### config.mk
export PLATFORM = sky130hd
export DESIGN_NAME = frame_scan_agen
export DESIGN_NICKNAME = d
export VERILOG_FILES = /design/src/rtl/scan_pkg.sv /design/src/rtl/scan_addr_map.sv /design/src/rtl/scan_base_reg.sv /design/src/rtl/scan_pixel_sel.sv /design/src/rtl/frame_scan_agen.sv
export SDC_FILE = /design/constraint.sdc
export NUM_CORES = 1
export LEC_CHECK = 0
export BUFFER_PORTS_ARGS = -buffer_cell sky130_fd_sc_hd__buf_2
export CORE_MARGIN = 1.5
export CORE_UTILIZATION = 49
export CTS_CLUSTER_DIAMETER = 150
export CTS_CLUSTER_SIZE = 28
export DETAILED_ROUTE_END_ITERATION = 10
export PLACE_DENSITY = 0.84
export SETUP_SLACK_MARGIN = 0.5
export SLEW_MARGIN = 5
export SYNTH_ARGS = -nofsm -noshare
export SYNTH_HDL_FRONTEND = slang
export SYNTH_SLANG_ARGS = --single-unit
### constraint.sdc
create_clock -name clk -period 3.5 [get_ports clk]
set_clock_uncertainty 0.2 [all_clocks]
set_input_delay 0.35 -clock clk [delete_from_list [all_inputs] [get_ports clk]]
set_output_delay 0.35 -clock clk [all_outputs]
set_load 0.005 [all_outputs]
### src/rtl/scan_pkg.sv
package scan_pkg;

  // Per-pixel selection data carried alongside a fetch
  typedef struct packed {
    logic       active;   // raster inside the 128x128 window
    logic       mono;     // monochrome mode
    logic [2:0] bsel;     // colour: bit 0 picks nibble; mono: bit index
  } pix_sel_t;

  localparam int GRID_W    = 7;   // log2 of the finest grid
  localparam int BLK_SHIFT = 9;   // one block is 512 bytes
  localparam int OFS_W     = 11;  // offset spans four blocks

endpackage

### src/rtl/scan_addr_map.sv
module scan_addr_map
  import scan_pkg::*;
(
  input  logic [GRID_W-1:0] x,
  input  logic [GRID_W-1:0] y,
  input  logic              hires,
  input  logic              mono,
  output logic [OFS_W-1:0]  offset,
  output logic [2:0]        bsel
);

  // Byte offset inside the frame image
  always_comb begin
    if (hires) begin
      // byte column is x[6:2]; byte row is y[6:1]
      // quadrant bits: vertical half then horizontal half
      offset = {y[6], x[6], y[5:1], x[5:2]};
    end else begin
      // byte column is x[6:3]; byte row is y[6:2]
      offset = {2'b00, y[6:2], x[6:3]};
    end
  end

  // Selection of the bits inside the byte
  always_comb begin
    unique case ({hires, mono})
      2'b00:   bsel = {2'b00, x[2]};
      2'b01:   bsel = {x[2], y[1], x[1]};
      2'b10:   bsel = {2'b00, x[1]};
      default: bsel = {x[1], y[0], x[0]};
    endcase
  end

endmodule

### src/rtl/scan_base_reg.sv
module scan_base_reg #(
  parameter int BASE_W = 7
) (
  input  logic              clk,
  input  logic              rst_n,
  input  logic              wr_en,
  input  logic [BASE_W-1:0] wr_data,
  input  logic              load_en,
  output logic [BASE_W-1:0] base_q
);

  logic [BASE_W-1:0] pend_q, pend_d, base_d;

  always_comb begin
    pend_d = pend_q;
    base_d = base_q;
    if (wr_en)   pend_d = wr_data;
    if (load_en) base_d = pend_q;
  end

  always_ff @(posedge clk or negedge rst_n) begin
    if (!rst_n) begin
      pend_q <= '0;
      base_q <= '0;
    end else begin
      pend_q <= pend_d;
      base_q <= base_d;
    end
  end

endmodule

### src/rtl/scan_pixel_sel.sv
module scan_pixel_sel
  import scan_pkg::*;
(
  input  logic     clk,
  input  logic     rst_n,
  input  pix_sel_t sel_in,
  input  logic [7:0] rdata,
  output logic [3:0] pix_color,
  output logic     pix_mono
);

  pix_sel_t   sel_q;
  logic [7:0] byte_q, byte_d;
  logic       cap_en;

  assign cap_en = sel_in.active;

  always_comb begin
    byte_d = byte_q;
    if (cap_en) byte_d = rdata;
  end

  always_ff @(posedge clk or negedge rst_n) begin
    if (!rst_n) begin
      sel_q  <= '0;
      byte_q <= '0;
    end else begin
      sel_q  <= sel_in;
      byte_q <= byte_d;
    end
  end

  logic [3:0] nib;
  logic       dot;

  always_comb begin
    nib = sel_q.bsel[0] ? byte_q[7:4] : byte_q[3:0];
    dot = byte_q[sel_q.bsel];
    pix_color = (sel_q.active && !sel_q.mono) ? nib : 4'h0;
    pix_mono  = sel_q.active && sel_q.mono && dot;
  end

endmodule

### src/rtl/frame_scan_agen.sv
module frame_scan_agen
  import scan_pkg::*;
#(
  parameter int CNT_W  = 8,
  parameter int ADDR_W = 16
) (
  input  logic                    clk,
  input  logic                    rst_n,
  input  logic [CNT_W-1:0]        h_cnt,
  input  logic [CNT_W-1:0]        v_cnt,
  input  logic [1:0]              mode_sel,
  input  logic                    base_wr,
  input  logic [ADDR_W-BLK_SHIFT-1:0] base_wdata,
  output logic [ADDR_W-1:0]       mem_addr,
  input  logic [7:0]              mem_rdata,
  output logic [3:0]              pix_color,
  output logic                    pix_mono,
  output logic                    odd_line,
  output logic                    frame_active
);

  localparam int BASE_W = ADDR_W - BLK_SHIFT;
  localparam logic [CNT_W-1:0]  GRID_LIM  = CNT_W'(1 << GRID_W);
  localparam logic [ADDR_W-1:0] SPAN_LO   = ADDR_W'(1 << BLK_SHIFT);
  localparam logic [ADDR_W-1:0] SPAN_HI   = ADDR_W'(1 << OFS_W);

  // Raster window decode
  logic in_rows, in_active;
  assign in_rows   = v_cnt < GRID_LIM;
  assign in_active = in_rows && (h_cnt < GRID_LIM);

  // Base register with deferred load during vertical blanking
  logic [BASE_W-1:0] base_q;
  logic              base_load;
  assign base_load = !in_rows;

  scan_base_reg #(.BASE_W(BASE_W)) u_base (
    .clk     (clk),
    .rst_n   (rst_n),
    .wr_en   (base_wr),
    .wr_data (base_wdata),
    .load_en (base_load),
    .base_q  (base_q)
  );

  // Mode-dependent mapping
  logic [OFS_W-1:0] ofs;
  logic [2:0]       bsel;

  scan_addr_map u_map (
    .x      (h_cnt[GRID_W-1:0]),
    .y      (v_cnt[GRID_W-1:0]),
    .hires  (mode_sel[1]),
    .mono   (mode_sel[0]),
    .offset (ofs),
    .bsel   (bsel)
  );

  // Stage 1: address and status
  logic [ADDR_W-1:0] addr_d;
  pix_sel_t          sel_d, sel_q;

  always_comb begin
    addr_d      = {base_q, {BLK_SHIFT{1'b0}}} + {{(ADDR_W-OFS_W){1'b0}}, ofs};
    sel_d.active = in_active;
    sel_d.mono   = mode_sel[0];
    sel_d.bsel   = bsel;
  end

  always_ff @(posedge clk or negedge rst_n) begin
    if (!rst_n) begin
      mem_addr     <= '0;
      sel_q        <= '0;
      odd_line     <= 1'b0;
      frame_active <= 1'b0;
    end else begin
      mem_addr     <= addr_d;
      sel_q        <= sel_d;
      odd_line     <= v_cnt[0];
      frame_active <= in_rows;
    end
  end

  // Stage 2: byte capture and pixel selection
  scan_pixel_sel u_pix (
    .clk       (clk),
    .rst_n     (rst_n),
    .sel_in    (sel_q),
    .rdata     (mem_rdata),
    .pix_color (pix_color),
    .pix_mono  (pix_mono)
  );

  // small-mode fetches stay in the block at the base
  a_r2_block_bound: assert property (@(posedge clk) disable iff (!rst_n)
    ($past(in_active) && !$past(mode_sel[1])) |->
      ((mem_addr - {$past(base_q), {BLK_SHIFT{1'b0}}}) < SPAN_LO));

  // large-mode fetches stay within four blocks of the base
  a_r3_quad_bound: assert property (@(posedge clk) disable iff (!rst_n)
    ($past(in_active) && $past(mode_sel[1])) |->
      ((mem_addr - {$past(base_q), {BLK_SHIFT{1'b0}}}) < SPAN_HI));

  // base in use holds during the active frame
  a_r10_base_hold: assert property (@(posedge clk) disable iff (!rst_n)
    frame_active |-> $stable(base_q));

  // blanking gives zero pixels
  a_r7_blank_zero: assert property (@(posedge clk) disable iff (!rst_n)
    !$past(in_active, 2) |-> (pix_color == 4'h0 && !pix_mono));

  // each pixel output silent in the other kind of mode
  a_r7_mono_quiet: assert property (@(posedge clk) disable iff (!rst_n)
    !$past(mode_sel[0], 2) |-> !pix_mono);

  a_r7_color_quiet: assert property (@(posedge clk) disable iff (!rst_n)
    $past(mode_sel[0], 2) |-> (pix_color == 4'h0));

endmodule

Word level (Yosys, flattened, before mapping)
Cells that the tools add are included.
Widths: inputs -> output; s select.
- bits in registers: 50
- latch bits: 0
- memory bits (writable): 0
- memory bits (read-only): 0
- bits of input ports: 36
- output and inout port bits: 23
- logic and storage cells: 30
- memories kept: 0
- add/sub/neg operators: 1
- multipliers: 0
- div/mod/pow operators: 0
- magnitude comparators: 3
- eq/ne operators: 2
- shifts and indexed selects: 0
- muxes and demuxes: 6
- bitwise operators: 0
- reduce and logical (&&, ||, !) cells: 6
- operators with widths (kind ; number):
    $add 16x11->16 ; 1
    $lt 8x8->1 const B ; 2
    $mux 11 ; 1
    $pmux 3 s3 ; 1
    $mux 4 ; 2
    $logic_and 1x1->1 ; 4
    $lt 3x4->1 const B ; 1
    $bmux 1 s3 ; 1
    $eq 2x1->1 const B ; 1
    $eq 2x2->1 const B ; 1
    $logic_not 2->1 ; 1
    $logic_not 1->1 ; 1
    $mux 1 ; 1

Depth between registers and ports, before layout
- word-level depth: 3
- mapped depth: 8
- depth with buffers taken out: 6

Cells and area by module
From an unflattened synthesis, not the netlist that was laid out.
- cells, all modules: 128
- area, all modules: 2088.3 um^2
- by module, submodules not included (module ; instances ; cells an instance ; area each (um^2)):
    frame_scan_agen ; 1 ; 39 ; 709.4
    scan_base_reg ; 1 ; 30 ; 583.1
    scan_pixel_sel ; 1 ; 39 ; 559.3
    scan_addr_map ; 1 ; 20 ; 236.5

Worst setup path before layout
No wires, ideal clock.
- path kind: in2reg
- from: input mode_sel[1]
- to: register mem_addr[15]
- library setup time: 0.079 ns
- arrival time: 1.819 ns
- data required time: 3.221 ns
- slack: 1.402 ns
- stages on the path: 8
- path buffers: 2
- cell sequence: buf_2 > buf_2 > and2_1 > ha_1 > inv_1 > fa_1 > nor3_1 > xor2_1
- longest elaborated chain between the ends: 2
- ends and longest elaborated chain (item ; RTL line ; text):
    from (decl) ; frame_scan_agen.sv:11 ; input logic [1:0] mode_sel,
    $mux 11 ; scan_addr_map.sv:14 ; if (hires) begin
    $add 16x11->16 ; frame_scan_agen.sv:64 ; addr_d = {base_q, {BLK_SHIFT{1'b0}}} + {{(ADDR_W-OFS_W){1'b0}}, ofs};
    named net addr_d[15] ; frame_scan_agen.sv:60 ; logic [ADDR_W-1:0] addr_d;
    to (signal assigned) ; frame_scan_agen.sv:77 ; mem_addr <= addr_d;
    to (decl) ; frame_scan_agen.sv:14 ; output logic [ADDR_W-1:0] mem_addr,
The timed path passes the listed nets, and every way through them passes these cells.
A chain may end at the register's enable or synchronous reset.

Final worst setup path
- from: register u_pix.sel_q[0] (netlist bit)
- to: output pix_mono
- longest elaborated chain between the ends: 3
- ends and longest elaborated chain (item ; RTL line ; text):
    from (decl) ; scan_pixel_sel.sv:12 ; pix_sel_t sel_q;
    from (signal assigned) ; scan_pixel_sel.sv:28 ; sel_q <= sel_in;
    $bmux 1 s3 ; scan_pixel_sel.sv:38 ; dot = byte_q[sel_q.bsel];
    $mux 1 (implied by the code) ; scan_pixel_sel.sv:38 ;
    $logic_and 1x1->1 ; scan_pixel_sel.sv:40 ; pix_mono = sel_q.active && sel_q.mono && dot;
    to (decl) ; frame_scan_agen.sv:17 ; output logic pix_mono,
No other way between the ends. The select of a mux whose other input is x is not followed.

==> flow_metrics.tcl <==
set metrics [dict create \
    combinational_family_with_the_most_area_after_synthesis "multiplexers" \
    power.density_nw_per_um2 481.9 \
    yosys.area_share.simple_pct 4.705 \
    synth.avg_cell_area_um2 14.45 \
    crit_fanout 7 \
    finalNetCount 238 \
    seq_total_area_yosys_pct 62.74 \
    ir_worst_vdd_mv 0.3016 \
    total_negative_setup_slack_ns 0 \
    detail_route.vias_per_cell 4.876 \
    routed_wl_um 3205 \
    crit_chain "mux4_2, nor2_1, a311oi_1, buf_2" \
    hpwl_um 2432 \
    rrSetupSlack_ns 1.83 \
    initial_core_util_pct 50.59 \
    max_freq_mhz 446.9 \
    rsz0062_at_grt "false" \
    tritoncts "done" \
    grt_util_all_layers_pct 16.29 \
    path_class "flip-flop to output pin" \
    antenna_cells_inserted 0 \
    first_global_vias 1265 \
    drt-pass1-iter-count 4 \
    mostFrequentLayoutCell "sky130_fd_sc_hd__buf_2" \
    syn_inst 138 \
    drc 0 \
    count_of_buffer_and_inverter_cells_on_the_critical_path 1 \
    compound_cell_area_share_of_the_yosys_netlist_pct 2.258 \
    number_of_antenna_violations_at_the_first_check_in_global_routing 0 \
    max_cap_viol_count 0 \
    die_x_um 66.80 \
    die_y_um 66.80 \
    drive_gt1_share_pct 34.50 \
    cts_buffers 5 \
    synthMuxAreaShare_pct 22.08 \
    start_kind "flip-flop" \
    final_hold_violating_endpoints 0 \
    timing.final.crit_period_ns 2.238 \
    design.die.area_um2 4462 \
    worst-endpoint-arrival_ns 1.69 \
    numClockSinks 50 \
    hp-class "input pin to asynchronous set/reset pin" \
    run_status "finished, final reports clean" \
    synth.top_cell.area_share_pct 62.74 \
    cts_buffer_depth 2 \
    worst_setup_path_end_kind "output pin" \
    synth_seq_cells 50 \
    port-buffer-count 58 \
    worst_r2r_startpoint "u_base.base_q[0]$_DFFE_PN0P_" \
    pin_count_of_the_biggest_net_entering_global_routing 51 \
    io_pins 59 \
    fp-row-count 23 \
    clk_transition_reported_paths_ns 0.08 \
    post-synth-top-area-cell "sky130_fd_sc_hd__dfrtp_1" \
    via_count 1219 \
    place_congestion 0.6771 \
    pre_cts_slack_ns 1.347 \
    total_leakage_power_nw 1.188 \
    wl_per_cell_um 12.82 \
    layout.core_utilization_pct 61.47 \
    cpMaxStageDelayCell "sky130_fd_sc_hd__dfrtp_1" \
    max-slew-margin-rel_pct 31.42 \
    crit_required_ns 2.95 \
    synth-xor-area-share_pct 2.196 \
    path_length_in_cells_of_the_critical_path 4 \
    post-route-period-util_pct 63.94 \
    cts-root-buf "sky130_fd_sc_hd__clkbuf_8" \
    post_synth_main_area_contributors "sky130_fd_sc_hd__dfrtp_1, sky130_fd_sc_hd__mux2_1, sky130_fd_sc_hd__mux2i_1, sky130_fd_sc_hd__xor2_1, sky130_fd_sc_hd__nor2_1" \
    htreeDepth 2 \
    postRouteAntennaNets 0 \
    core_area_um2 3943 \
    synthDistinctLibCells 26 \
    syn2layout_area_growth_pct 21.52 \
    drt_iter0_drc 39 \
    synth.net_count 177 \
    overflow 0 \
    critical_path.reg2reg.endpoint "mem_addr[15]$_DFF_PN0_" \
    grt_pass1_wl_um 5340 \
    final.setup.worst_slack_ns 1.262 \
    synth-warning-count 0 \
    power_mw 1.168 \
    yosys.area_share.adder_pct 2.258 \
    syn-cell-area_um2 1994 \
    path_delay_family "flip-flops" \
    layout_common_cells "sky130_fd_sc_hd__buf_2, sky130_fd_sc_hd__dfrtp_1, sky130_fd_sc_hd__mux2_1" \
    max_incr_delay_on_cp_ns 0.55 \
    slew_violations 0 \
    worst-r2r-cell-count 5 \
    worst_margin_slew_ns 1.029 \
    clkLatencyLatePin_ns 0.30 \
    cts-resized-gates 0 \
    setup_viol_count_final 0 \
]
==> metal layers <==
layer | GRT usage (%) | routed length (um) | vias to the layer above
li1 | - | - | 584
met3 | 6.588 | 248 | 4
met2 | 26.75 | 1515 | 42
met5 | 0 | 0 | -
met1 | 19.54 | 1396 | 589
met4 | 5.357 | 44 | 0
==> through the flow <==
step	instance area [um2]	std cells	hold slack, ns
after floorplan	1994	138	-0.1456
after global placement	2312	240	0.1332
after detailed placement	2312	240	0.1371
after CTS	2424	250	0.02565
after global routing	2424	250	0.01421
final	2424	250	0.02747
==> state kept, by name, summed over array words and instances, names as in the netlist <==
register	flops
mem_addr	16
u_pix.byte_q	8
u_base.base_q	7
u_base.pend_q	7
sel_q	5
u_pix.sel_q	5
frame_active	1
odd_line	1
==> cells in the mapped netlist <==
cell,instances
sky130_fd_sc_hd__a311oi_1,1
sky130_fd_sc_hd__nor2b_1,3
sky130_fd_sc_hd__o311ai_0,1
sky130_fd_sc_hd__nor2_1,8
sky130_fd_sc_hd__xor2_1,4
sky130_fd_sc_hd__mux2i_1,8
sky130_fd_sc_hd__inv_2,1
sky130_fd_sc_hd__nand2b_1,1
sky130_fd_sc_hd__mux4_2,1
sky130_fd_sc_hd__ha_1,2
sky130_fd_sc_hd__a211oi_1,1
sky130_fd_sc_hd__bufinv_8,1
sky130_fd_sc_hd__mux2_1,29
sky130_fd_sc_hd__dfrtp_1,50
sky130_fd_sc_hd__buf_6,1
sky130_fd_sc_hd__fa_1,1
sky130_fd_sc_hd__a21oi_1,2
sky130_fd_sc_hd__o21ai_1,2
sky130_fd_sc_hd__nor3_1,2
sky130_fd_sc_hd__inv_1,5
sky130_fd_sc_hd__xnor2_1,1
sky130_fd_sc_hd__buf_2,4
sky130_fd_sc_hd__clkbuf_1,1
sky130_fd_sc_hd__and2_1,1
sky130_fd_sc_hd__nand2_1,6
sky130_fd_sc_hd__mux2_2,1
==> layout make-up <==
class | instances | area (um2)
clock buffers | 7 | 86.33
clock inverters | 1 | 5.005
multi-input cells | 75 | 668.1
fillers | 310 | 1519
flip-flops and latches | 50 | 1251
inverters | 7 | 40.04
well taps | 50 | 62.56
repair buffers | 60 | 310.3
==> worst max-delay path by stage <==
| stage | startpoint | end | slack (ns) |
|---|---|---|---|
| 5_1_grt | u_pix.sel_q[0]$_DFF_PN0_ | pix_mono | 1.19 |
| 3_3_place_gp | mode_sel[1] | mem_addr[15]$_DFF_PN0_ | 1.41 |
| 3_5_place_dp | mode_sel[1] | mem_addr[15]$_DFF_PN0_ | 1.35 |
| 6_report | u_pix.sel_q[0]$_DFF_PN0_ | pix_mono | 1.26 |
| 2_1_floorplan | mode_sel[1] | mem_addr[15]$_DFF_PN0_ | 1.40 |
| 4_1_cts | u_pix.sel_q[0]$_DFF_PN0_ | pix_mono | 1.24 |
==> cells by family (layout without fill, tap and decap cells) <==
| group | after synthesis | count (layout) |
|---|---|---|
| AO/OA/AOI/OAI | 7 | 7 |
| XOR/XNOR | 5 | 5 |
| adder cells (fa/ha/maj) | 3 | 3 |
| buffers and inverters | 13 | 75 |
| flip-flops | 50 | 50 |
| multiplexers | 39 | 39 |
| AND/OR/NAND/NOR | 21 | 21 |
==> what timing repair did <==
action | CTS | global route
hold buffers | 2 | 0
buffers inserted | 0 | 0
hold endpoints to repair | 2 | 0
==> power by group <==
| part | internal [mW] | switching [mW] | leakage (nW) |
|---|---|---|---|
| combinational | 0.0864 | 0.0685 | 0.547 |
| sequential | 0.642 | 0.0381 | 0.593 |
| clock | 0.159 | 0.173 | 0.0482 |
| total | 0.888 | 0.280 | 1.19 |
No activity file was read; power rests on OpenSTA's default activity.
